--- config.mk ---
export PLATFORM = sky130hd
export DESIGN_NAME = mcr_cache_ctrl
export DESIGN_NICKNAME = d
export VERILOG_FILES = /design/src/rtl/mcr_pkg.sv /design/src/rtl/mcr_write_check.sv /design/src/rtl/mcr_store.sv /design/src/rtl/mcr_cache_policy.sv /design/src/rtl/mcr_cache_ctrl.sv
export SDC_FILE = /design/constraint.sdc
export NUM_CORES = 1
export LEC_CHECK = 0
export ABC_AREA = 0
export ABC_CLOCK_PERIOD_IN_PS = 1270
export BUFFER_PORTS_ARGS = -buffer_cell sky130_fd_sc_hd__buf_4
export CAP_MARGIN = 40
export CORE_AREA = 2 2 65 67
export CTS_CLUSTER_DIAMETER = 200
export DETAILED_ROUTE_END_ITERATION = 10
export DIE_AREA = 0 0 67 69
export GPL_ROUTABILITY_DRIVEN = 0
export HOLD_SLACK_MARGIN = 0.08
export PLACE_DENSITY_LB_ADDON = 0.15
export SLEW_MARGIN = 20
export SYNTH_ARGS = -nofsm -noshare
export SYNTH_HDL_FRONTEND = slang
export SYNTH_HIERARCHICAL = 1
export SYNTH_SLANG_ARGS = --single-unit
--- constraint.sdc ---
create_clock -name clk -period 1.27 [get_ports clk]
set_clock_uncertainty 0.1 [all_clocks]
set_input_delay 0.1905 -clock clk [delete_from_list [all_inputs] [get_ports clk]]
set_output_delay 0.1905 -clock clk [all_outputs]
set_load 0.02 [all_outputs]
--- src/rtl/mcr_pkg.sv ---
// Package: shared field positions, mode and source encodings, check verdict type.
package mcr_pkg;
    localparam int XW     = 32;
    localparam int MSW_W  = 16;
    localparam int PG_B   = 31;
    localparam int CD_B   = 30;
    localparam int NW_B   = 29;
    localparam int PE_B   = 0;
    localparam int CODE_W = 16;

    typedef enum logic [1:0] {
        MODE_REAL  = 2'b00,
        MODE_PROT  = 2'b01,
        MODE_UNDEF = 2'b10,
        MODE_PAGED = 2'b11
    } op_mode_e;

    typedef enum logic [1:0] {
        SRC_PTE  = 2'b00,
        SRC_PDE  = 2'b01,
        SRC_CR3  = 2'b10,
        SRC_NONE = 2'b11
    } pcd_src_e;

    typedef struct packed {
        logic              refuse;
        logic [CODE_W-1:0] code;
    } verdict_t;
endpackage

--- src/rtl/mcr_write_check.sv ---
// mcr_write_check: screens a full-width write value for illegal field pairs.
// Assumes: purely combinational; paging check has precedence over cache check
// when both are violated (only the error code differs).
module mcr_write_check
    import mcr_pkg::*;
#(
    parameter logic [CODE_W-1:0] ERR_PAGING = '0,
    parameter logic [CODE_W-1:0] ERR_CACHE  = '0
) (
    input  logic [XW-1:0] wdata,
    output verdict_t      verdict
);
    logic paging_bad;
    logic cache_bad;

    // Flag each illegal combination separately.
    always_comb begin
        paging_bad = wdata[PG_B] & ~wdata[PE_B];
        cache_bad  = ~wdata[CD_B] & wdata[NW_B];
    end

    // Merge into a verdict with the matching error code.
    always_comb begin
        verdict.refuse = paging_bad | cache_bad;
        if (paging_bad)
            verdict.code = ERR_PAGING;
        else if (cache_bad)
            verdict.code = ERR_CACHE;
        else
            verdict.code = '0;
    end
endmodule

--- src/rtl/mcr_store.sv ---
// mcr_store: the register bits plus the fault pulse and error code registers.
// Assumes: refuse/code come from the checker for wdata in the same cycle;
// a full write outranks a status-word load; only DEF_MASK bits are stored.
module mcr_store
    import mcr_pkg::*;
#(
    parameter logic [XW-1:0] DEF_MASK  = 32'hE000_0001,
    parameter logic [XW-1:0] RESET_VAL = 32'h4000_0000
) (
    input  logic              clk,
    input  logic              rst_n,
    input  logic              wr_full,
    input  logic [XW-1:0]     wdata,
    input  logic              refuse,
    input  logic [CODE_W-1:0] code_in,
    input  logic              msw_ld,
    input  logic [MSW_W-1:0]  msw_data,
    output logic [XW-1:0]     creg_q,
    output logic              fault,
    output logic [CODE_W-1:0] code_q
);
    logic commit_full;
    logic take_msw;

    // Decide which path, if any, updates the register this cycle.
    always_comb begin
        commit_full = wr_full & ~refuse;
        take_msw    = msw_ld & ~wr_full;
    end

    for (genvar i = 0; i < XW; i++) begin : g_bit
        if (DEF_MASK[i]) begin : g_live
            logic q;
            // Per-bit storage: full write, then status-word load (low half only).
            always_ff @(posedge clk) begin
                if (!rst_n)
                    q <= RESET_VAL[i];
                else if (commit_full)
                    q <= wdata[i];
                else if (take_msw && (i < MSW_W))
                    q <= msw_data[i % MSW_W];
            end
            assign creg_q[i] = q;
        end else begin : g_tied
            assign creg_q[i] = 1'b0;
        end
    end

    // Fault pulse and error code, registered one cycle after the write edge.
    always_ff @(posedge clk) begin
        if (!rst_n) begin
            fault  <= 1'b0;
            code_q <= '0;
        end else begin
            fault  <= wr_full & refuse;
            code_q <= (wr_full & refuse) ? code_in : '0;
        end
    end

    assert_msw_keeps_high_R6: assert property (@(posedge clk) disable iff (!rst_n)
        (msw_ld && !wr_full) |=> creg_q[XW-1:MSW_W] == $past(creg_q[XW-1:MSW_W]));

    assert_fault_one_cycle_R3: assert property (@(posedge clk) disable iff (!rst_n)
        (fault && !$past(wr_full, 1)) |-> 1'b0 ) else $error("fault without write");

    assert_code_quiet_R5: assert property (@(posedge clk) disable iff (!rst_n)
        !fault |-> code_q == '0);
endmodule

--- src/rtl/mcr_cache_policy.sv ---
// mcr_cache_policy: decodes committed fields and external inputs into cache
// controls and the operating mode. Assumes: combinational, inputs are live.
module mcr_cache_policy
    import mcr_pkg::*;
(
    input  logic       clk,
    input  logic       rst_n,
    input  logic       pg,
    input  logic       cd,
    input  logic       nw,
    input  logic       pe,
    input  logic       ken_n,
    input  logic [1:0] pcd_sel,
    input  logic       pte_pcd,
    input  logic       pde_pcd,
    input  logic       cr3_pcd,
    input  logic       wr_req,
    input  logic       wr_hit,
    input  logic       snoop_hit,
    output logic       line_fill,
    output logic       bus_write,
    output logic       inval_en,
    output logic       drop_line,
    output op_mode_e   mode
);
    logic page_uc;

    // Pick the applicable page cache-disable source; unused code is uncacheable.
    always_comb begin
        unique case (pcd_src_e'(pcd_sel))
            SRC_PTE:  page_uc = pte_pcd;
            SRC_PDE:  page_uc = pde_pcd;
            SRC_CR3:  page_uc = cr3_pcd;
            default:  page_uc = 1'b1;
        endcase
    end

    // Fill, write-out and invalidate decisions.
    always_comb begin
        line_fill = ~cd & ~ken_n & ~page_uc;
        bus_write = wr_req & (~nw | ~wr_hit);
        inval_en  = ~nw;
        drop_line = snoop_hit & inval_en;
    end

    // Operating mode from paging and protection bits.
    always_comb mode = op_mode_e'({pg, pe});

    assert_no_fill_when_disabled_R7: assert property (@(posedge clk) disable iff (!rst_n)
        (cd || ken_n) |-> !line_fill);

    assert_hit_absorbed_R8: assert property (@(posedge clk) disable iff (!rst_n)
        (nw && wr_hit) |-> !bus_write);

    assert_drop_needs_hit_R9: assert property (@(posedge clk) disable iff (!rst_n)
        drop_line |-> (snoop_hit && !nw));
endmodule

--- src/rtl/mcr_cache_ctrl.sv ---
// mcr_cache_ctrl: top of the machine control register with cache policy.
// Assumes: single clock, synchronous active-low reset; the status-word path
// is not screened; outputs line_fill/bus_write/inval_en/drop_line/mode are
// combinational from the committed register and the live inputs.
module mcr_cache_ctrl
    import mcr_pkg::*;
#(
    parameter logic [XW-1:0]     DEF_MASK   = 32'hE000_0001,
    parameter logic [XW-1:0]     RESET_VAL  = 32'h4000_0000,
    parameter logic [CODE_W-1:0] ERR_PAGING = '0,
    parameter logic [CODE_W-1:0] ERR_CACHE  = '0
) (
    input  logic        clk,
    input  logic        rst_n,
    input  logic        wr_full,
    input  logic [31:0] wr_data,
    input  logic        msw_ld,
    input  logic [15:0] msw_data,
    output logic [31:0] creg_q,
    output logic [15:0] msw_q,
    output logic        gp_fault,
    output logic [15:0] gp_code,
    input  logic        ken_n,
    input  logic [1:0]  pcd_sel,
    input  logic        pte_pcd,
    input  logic        pde_pcd,
    input  logic        cr3_pcd,
    input  logic        wr_req,
    input  logic        wr_hit,
    input  logic        snoop_hit,
    output logic        line_fill,
    output logic        bus_write,
    output logic        inval_en,
    output logic        drop_line,
    output logic [1:0]  mode
);
    localparam logic [XW-1:0] WMASK = DEF_MASK;

    verdict_t        verdict;
    logic [XW-1:0]   wmasked;
    op_mode_e        mode_e;

    // Drop undefined positions before storing.
    always_comb wmasked = wr_data & WMASK;

    mcr_write_check #(
        .ERR_PAGING (ERR_PAGING),
        .ERR_CACHE  (ERR_CACHE)
    ) u_check (
        .wdata   (wr_data),
        .verdict (verdict)
    );

    mcr_store #(
        .DEF_MASK  (DEF_MASK),
        .RESET_VAL (RESET_VAL)
    ) u_store (
        .clk      (clk),
        .rst_n    (rst_n),
        .wr_full  (wr_full),
        .wdata    (wmasked),
        .refuse   (verdict.refuse),
        .code_in  (verdict.code),
        .msw_ld   (msw_ld),
        .msw_data (msw_data),
        .creg_q   (creg_q),
        .fault    (gp_fault),
        .code_q   (gp_code)
    );

    mcr_cache_policy u_policy (
        .clk       (clk),
        .rst_n     (rst_n),
        .pg        (creg_q[PG_B]),
        .cd        (creg_q[CD_B]),
        .nw        (creg_q[NW_B]),
        .pe        (creg_q[PE_B]),
        .ken_n     (ken_n),
        .pcd_sel   (pcd_sel),
        .pte_pcd   (pte_pcd),
        .pde_pcd   (pde_pcd),
        .cr3_pcd   (cr3_pcd),
        .wr_req    (wr_req),
        .wr_hit    (wr_hit),
        .snoop_hit (snoop_hit),
        .line_fill (line_fill),
        .bus_write (bus_write),
        .inval_en  (inval_en),
        .drop_line (drop_line),
        .mode      (mode_e)
    );

    // Status-word read and mode port.
    always_comb begin
        msw_q = creg_q[MSW_W-1:0];
        mode  = mode_e;
    end

    assert_refused_unchanged_R5: assert property (@(posedge clk) disable iff (!rst_n)
        gp_fault |-> creg_q == $past(creg_q));

    assert_no_cd0_nw1_R4: assert property (@(posedge clk) disable iff (!rst_n)
        !(!creg_q[CD_B] && creg_q[NW_B]));

    assert_paging_refused_R3: assert property (@(posedge clk) disable iff (!rst_n)
        (wr_full && wr_data[PG_B] && !wr_data[PE_B]) |=> gp_fault);

    assert_mode_tracks_R10: assert property (@(posedge clk) disable iff (!rst_n)
        (wr_full && !gp_fault && wr_data[PG_B] == wr_data[PE_B]) |=>
            (gp_fault || mode[1] == mode[0]));
endmodule

==> flow_summary_export.csv, run 1 <==
group,metric,value,unit
finish,final_area,1380,um2
power_and_ir_drop,powerDensity,1070,nW/um2
sta,final_max_slew_viol_count,0,
grt,grt_max_degree,17,
flow_run,max_cap_viol_count,0,
detailed_routing,drtAntennaViolNets,0,
floorplan,io_pins,132,
detailed_routing,drc,0,
floorplan,rows,23,
detailed_routing,vias_per_cell,3.32,
clock_network,post_cts_buffers,0,
clock_network,cts_tree,"done",
detailed_routing,route.vias.total,698,
clock_network,numCtsBuffers,3,
sta,hold_violations,0,
sta,max_freq,623,MHz
clock_network,clock_path_buffers,2,
clock_network,cts.root.buffer_cell,"clkbuf_8",
floorplan,core_area,3910,um2
worst_setup_path,endpoint_kind,"primary output",
place,dpl_cell_area,1310,um2
grt,antenna_found_initial,0,
clock_network,cts-htree-levels,1,
status,violations,"setup timing",
finish,area_growth_syn_to_layout,13.4,%
synthesis,synth_cells,131,
finish,drive_gt1_frac,0.356,
synthesis,ys_warn_count,6,
floorplan,die_y,69,um
floorplan,initial_core_util,0.310,
detailed_routing,first_iter_violations,14,
grt,grtUsageTotal,0.0768,
floorplan,fp.dieW,67,um
power_and_ir_drop,ir_drop,443,uV
worst_setup_path,arrival,1310,ps
detailed_routing,wl,1880,um
sta,fin_crit,1600,ps
place,place_hpwl,1500,um
sta,holdWs,106,ps
sta,fin_ws,-335,ps
grt,grt_pass1_vias,679,
place,dp_slack,-127,ps
grt,grt_pass1_wl,2830,um
finish,antenna_cells,0,
finish,fill_cells,427,
worst_setup_path,crit_fanout,2,
place,io_buffers,45,
clock_network,cts.sinks,21,
sta,fin_crit_sh,1.26,
hold_path,hold_path.class,"in -> reg",
finish,nets,222,
floorplan,dieArea,4620,um2
status,status,"complete, but fails checks",
synthesis,netlist_area,1210,um2
synthesis,synth.avg_cell_area,9.27,um2
sta,setup_viol,1,
worst_setup_path,crit_required,980,ps
detailed_routing,wl_per_cell,8.95,um
clock_network,clock_latency,250,ps
worst_setup_path,worstSetupPathType,"reg -> out",
clock_network,clkTransAtPathRegs,80,ps
detailed_routing,first_pass_iters,2,
grt,grt-ovfl-total,0,
sta,grt_setup_unrepaired,"yes",
worst_setup_path,cp-start-kind,"flop",
power_and_ir_drop,cellLeakagePower,0.000726,uW
==> power breakdown <==
group / total, uW / switching [uW] / internal, uW
Sequential: 693 / 11.0 / 682
Combinational: 343 / 222 / 121
Clock: 432 / 209 / 223
==> final cells by class <==
cell class                 instances  area (um2)  share of cell area
tap                               50        62.6              0.0454
multi-input combinational         80         442               0.321
clock buffer                       4        45.0              0.0327
timing repair buffer              51         392               0.284
sequential                        21         422               0.306
inverter                           4        15.0              0.0109
==> per-layer routing <==
| layer | vias up | global-route usage | routed length [um] |
|---|---|---|---|
| met2 | 36 | 0.130 | 900 |
| met4 | 0 | 0.0272 | 0 |
| met1 | 312 | 0.0848 | 748 |
| met3 | 0 | 0.0310 | 232 |
| li1 | 350 | - | - |
| met5 | - | 0 | 0 |
==> cells in the final DEF (no fill, tap or decap) <==
cell,count
clkbuf_1,1
nor2b_1,3
a21boi_0,1
conb_1,44
nor3b_1,1
dfxtp_1,20
buf_6,1
mux2i_1,4
clkbuf_8,3
nor2_1,1
or4b_4,1
buf_4,48
and2b_4,1
nand2_1,1
dlygate4sd3_1,2
o211a_1,1
o2bb2ai_4,1
inv_1,4
and3_1,1
o22ai_2,1
and2_1,16
dfxtp_2,1
nor3_1,1
a21oi_1,2
==> what timing repair did <==
item / CTS / global route
resized for setup: 1 / 1
endpoints found under the setup margin: 1 / 1
hold endpoints to repair: 1 / 0
hold buffers: 2 / 0
cloned: 0 / 0
==> flip-flops by register name, indices dropped and copies added, names as in the netlist <==
register                count
u_store/code_q             16
u_store/g_bit.g_live.q      4
u_store/fault               1
==> worst max-delay path, cell delays in order, from the launching register on <==
cell and delay, ps:
dfxtp_2 320, or4b_4 490, o2bb2ai_4 130, buf_6 120
==> metrics by stage <==
stage / total power, uW / util / TNS [ps] / std cells
global route: 1550 / 0.352 / -393 / 210
detailed placement: 1040 / 0.334 / -127 / 204
CTS: 1500 / 0.352 / -352 / 210
floorplan: 1090 / - / -116 / 173
finish: 1470 / 0.352 / -335 / 210
global placement: 1040 / 0.334 / -125 / 204
==> worst paths after layout <==
| path | startpoint | end | slack [ps] | cells past startpoint |
|---|---|---|---|---|
| worst max register to register | u_store/g_bit[30].g_live.q$_SDFFE_PN1P_ | u_store/g_bit[30].g_live.q$_SDFFE_PN1P_ | 430 | 3 |
| worst max-delay path | u_store/g_bit[30].g_live.q$_SDFFE_PN1P_ | line_fill | -330 | 3 |
| worst min register to register | u_store/g_bit[31].g_live.q$_SDFFE_PN0P_ | u_store/g_bit[31].g_live.q$_SDFFE_PN0P_ | 450 | 2 |
| worst min-delay path | wr_data[31] | u_store/g_bit[31].g_live.q$_SDFFE_PN0P_ | 110 | 3 |
No activity file was read; power rests on OpenSTA's default activity.
==> run 2: changes to the inputs <==
ABC_AREA = 1   (was 0)
CORE_AREA = 2 2 67 69   (was 2 2 65 67)
DIE_AREA = 0 0 69 71   (was 0 0 67 69)
==> flow_summary_export.csv, run 2 <==
group,metric,value,unit
finish,reg_top3,"u_store/code_q (16), u_store/g_bit.g_live.q (4), u_store/fault (1)",
synthesis,synth.avg_cell_area,7.75,um2
finish,antenna_cells,0,
worst_setup_path,r2r_start,"u_store/g_bit[30].g_live.q$_SDFFE_PN1P_",
detailed_routing,first_iter_violations,24,
sta,grt_setup_unrepaired,"yes",
detailed_routing,route.vias.total,789,
finish,multiInputGateArea,403,um2
grt,grtUsageTotal,0.0737,
worst_setup_path,r2r_slack,490,ps
floorplan,io_pins,132,
grt,grt_max_degree,17,
sta,setup_viol,1,
clock_network,clock_latency,260,ps
power_and_ir_drop,powerDensity,1050,nW/um2
sta,fin_crit_sh,1.02,
synthesis,netlist_area,1270,um2
grt,grt-ovfl-total,0,
hold_path,min_path_cells,3,
status,violations,"setup timing",
finish,nets,255,
synthesis,synth_cells,164,
grt,antenna_found_initial,0,
grt,grt_pass1_vias,713,
finish,fill_cells,465,
place,place_hpwl,1400,um
finish,seq_area,423,um2
detailed_routing,drc,0,
worst_setup_path,worstReg2RegEnd,"u_store/g_bit[30].g_live.q$_SDFFE_PN1P_",
clock_network,clock_path_buffers,2,
finish,regMostFlops,"u_store/code_q",
clock_network,clkTransAtPathRegs,80,ps
clock_network,cts-htree-levels,1,
clock_network,cts_tree,"done",
finish,final_cell_mix,"buf_4, conb_1, inv_1",
floorplan,core_area,4200,um2
synthesis,ys_warn_count,6,
clock_network,cts.root.buffer_cell,"clkbuf_8",
floorplan,dieArea,4900,um2
detailed_routing,wl_per_cell,7.42,um
place,io_buffers,45,
power_and_ir_drop,ir_drop,475,uV
worst_setup_path,crit_required,980,ps
worst_setup_path,worstRegToRegCells,3,
hold_path,hold_path.class,"in -> reg",
grt,grt_pass1_wl,2900,um
place,dp_slack,137,ps
sta,hold_violations,0,
status,status,"complete, but fails checks",
worst_setup_path,worstSetupPathType,"reg -> out",
worst_setup_path,cp-start-kind,"flop",
sta,final_max_slew_viol_count,0,
worst_setup_path,crit_fanout,2,
finish,largest_reg_flops,16,
hold_path,worstHoldEndpoint,"u_store/g_bit[29].g_live.q$_SDFFE_PN0P_",
floorplan,fp.dieW,69,um
sta,fin_crit,1300,ps
worst_setup_path,arrival,1010,ps
clock_network,cts.sinks,21,
finish,final_common_cell,"buf_4",
sta,fin_ws,-29.5,ps
flow_run,max_cap_viol_count,0,
power_and_ir_drop,cellLeakagePower,0.000756,uW
detailed_routing,drtAntennaViolNets,0,
power_and_ir_drop,finalPower,1500,uW
floorplan,die_y,71,um
worst_setup_path,endpoint_kind,"primary output",
detailed_routing,wl,1820,um
detailed_routing,first_pass_iters,4,
detailed_routing,vias_per_cell,3.22,
floorplan,initial_core_util,0.302,
finish,drive_gt1_frac,0.337,
clock_network,numCtsBuffers,3,
floorplan,rows,24,
hold_path,holdCritStartpoint,"wr_data[29]",
sta,max_freq,770,MHz
finish,area_growth_syn_to_layout,11.8,%
[run 2: cell count changes in the layout (fill, tap and decap cells not counted), moves of 2 or more]
cell     change
inv_1       +23
and2_1      -16
nor2_1      +13
nand2_1     +12
nor2_2       +9
mux2i_1      -4
nand3_1      +3
nor2b_1      -3
o21ai_0      +2
[run 2: how the worst max path moves through the flow]
stage                                       startpoint                                 endpoint  slack (ps)  depth (start not counted)
6_report       u_store/g_bit[30].g_live.q$_SDFFE_PN1P_                                line_fill         -30                          6
5_1_grt        u_store/g_bit[30].g_live.q$_SDFFE_PN1P_                                line_fill        -150                          6
4_1_cts        u_store/g_bit[30].g_live.q$_SDFFE_PN1P_                                line_fill         -70                          6
3_5_place_dp                                wr_data[0]  u_store/g_bit[31].g_live.q$_SDFFE_PN0P_         140                          9
3_3_place_gp                                wr_data[0]  u_store/g_bit[31].g_live.q$_SDFFE_PN0P_         130                          9
2_1_floorplan  u_store/g_bit[29].g_live.q$_SDFFE_PN0P_                                bus_write          30                          2
[run 2: layer usage]
metal  global-route usage  vias up  share of wire
met5                    0        -              0
met4               0.0261        0              0
met3               0.0442        0           0.13
met2                0.108       38           0.42
met1               0.0892      333           0.44
li1                     -      418              -
[run 2: stage by stage]
stage          setup TNS, ps  hold slack, ps   util  instance area, um2  cells
5_1_grt                 -151             111  0.338                1420    245
3_5_place_dp               0             323  0.317                1330    237
3_3_place_gp               0             322  0.317                1330    237
4_1_cts                -67.0            90.8  0.337                1420    245
2_1_floorplan              0             175      -                1430    206
6_report               -29.5            96.8  0.338                1420    245
[run 2: where the power goes]
group          switching [uW]  total [uW]  internal [uW]
sequential               12.4         696            684
clock                     220         439            218
combinational             245         364            119
total                     478        1500           1020
[run 2: area by class of cell]
| type | count | area share |
|---|---|---|
| well taps | 52 | 0.0458 |
| multi-input cells | 91 | 0.283 |
| clock buffers | 3 | 0.0290 |
| repair buffers | 50 | 0.269 |
| clock inverters | 1 | 0.00352 |
| flip-flops and latches | 21 | 0.298 |
| inverters | 27 | 0.0713 |
[run 2: critical path: stages, from the launching register on]
cell	delay, ps
dfxtp_2	330
nor2_2	70
nand2_1	50
inv_1	40
nand2_1	40
nor2_1	80
buf_4	140
[run 2: repair_timing]
action,4_1_cts,5_1_grt
endpoints found under the setup margin,1,2
buffers inserted,1,0
endpoints found under the hold margin,2,0
hold buffers,3,0
gates resized for setup,1,3
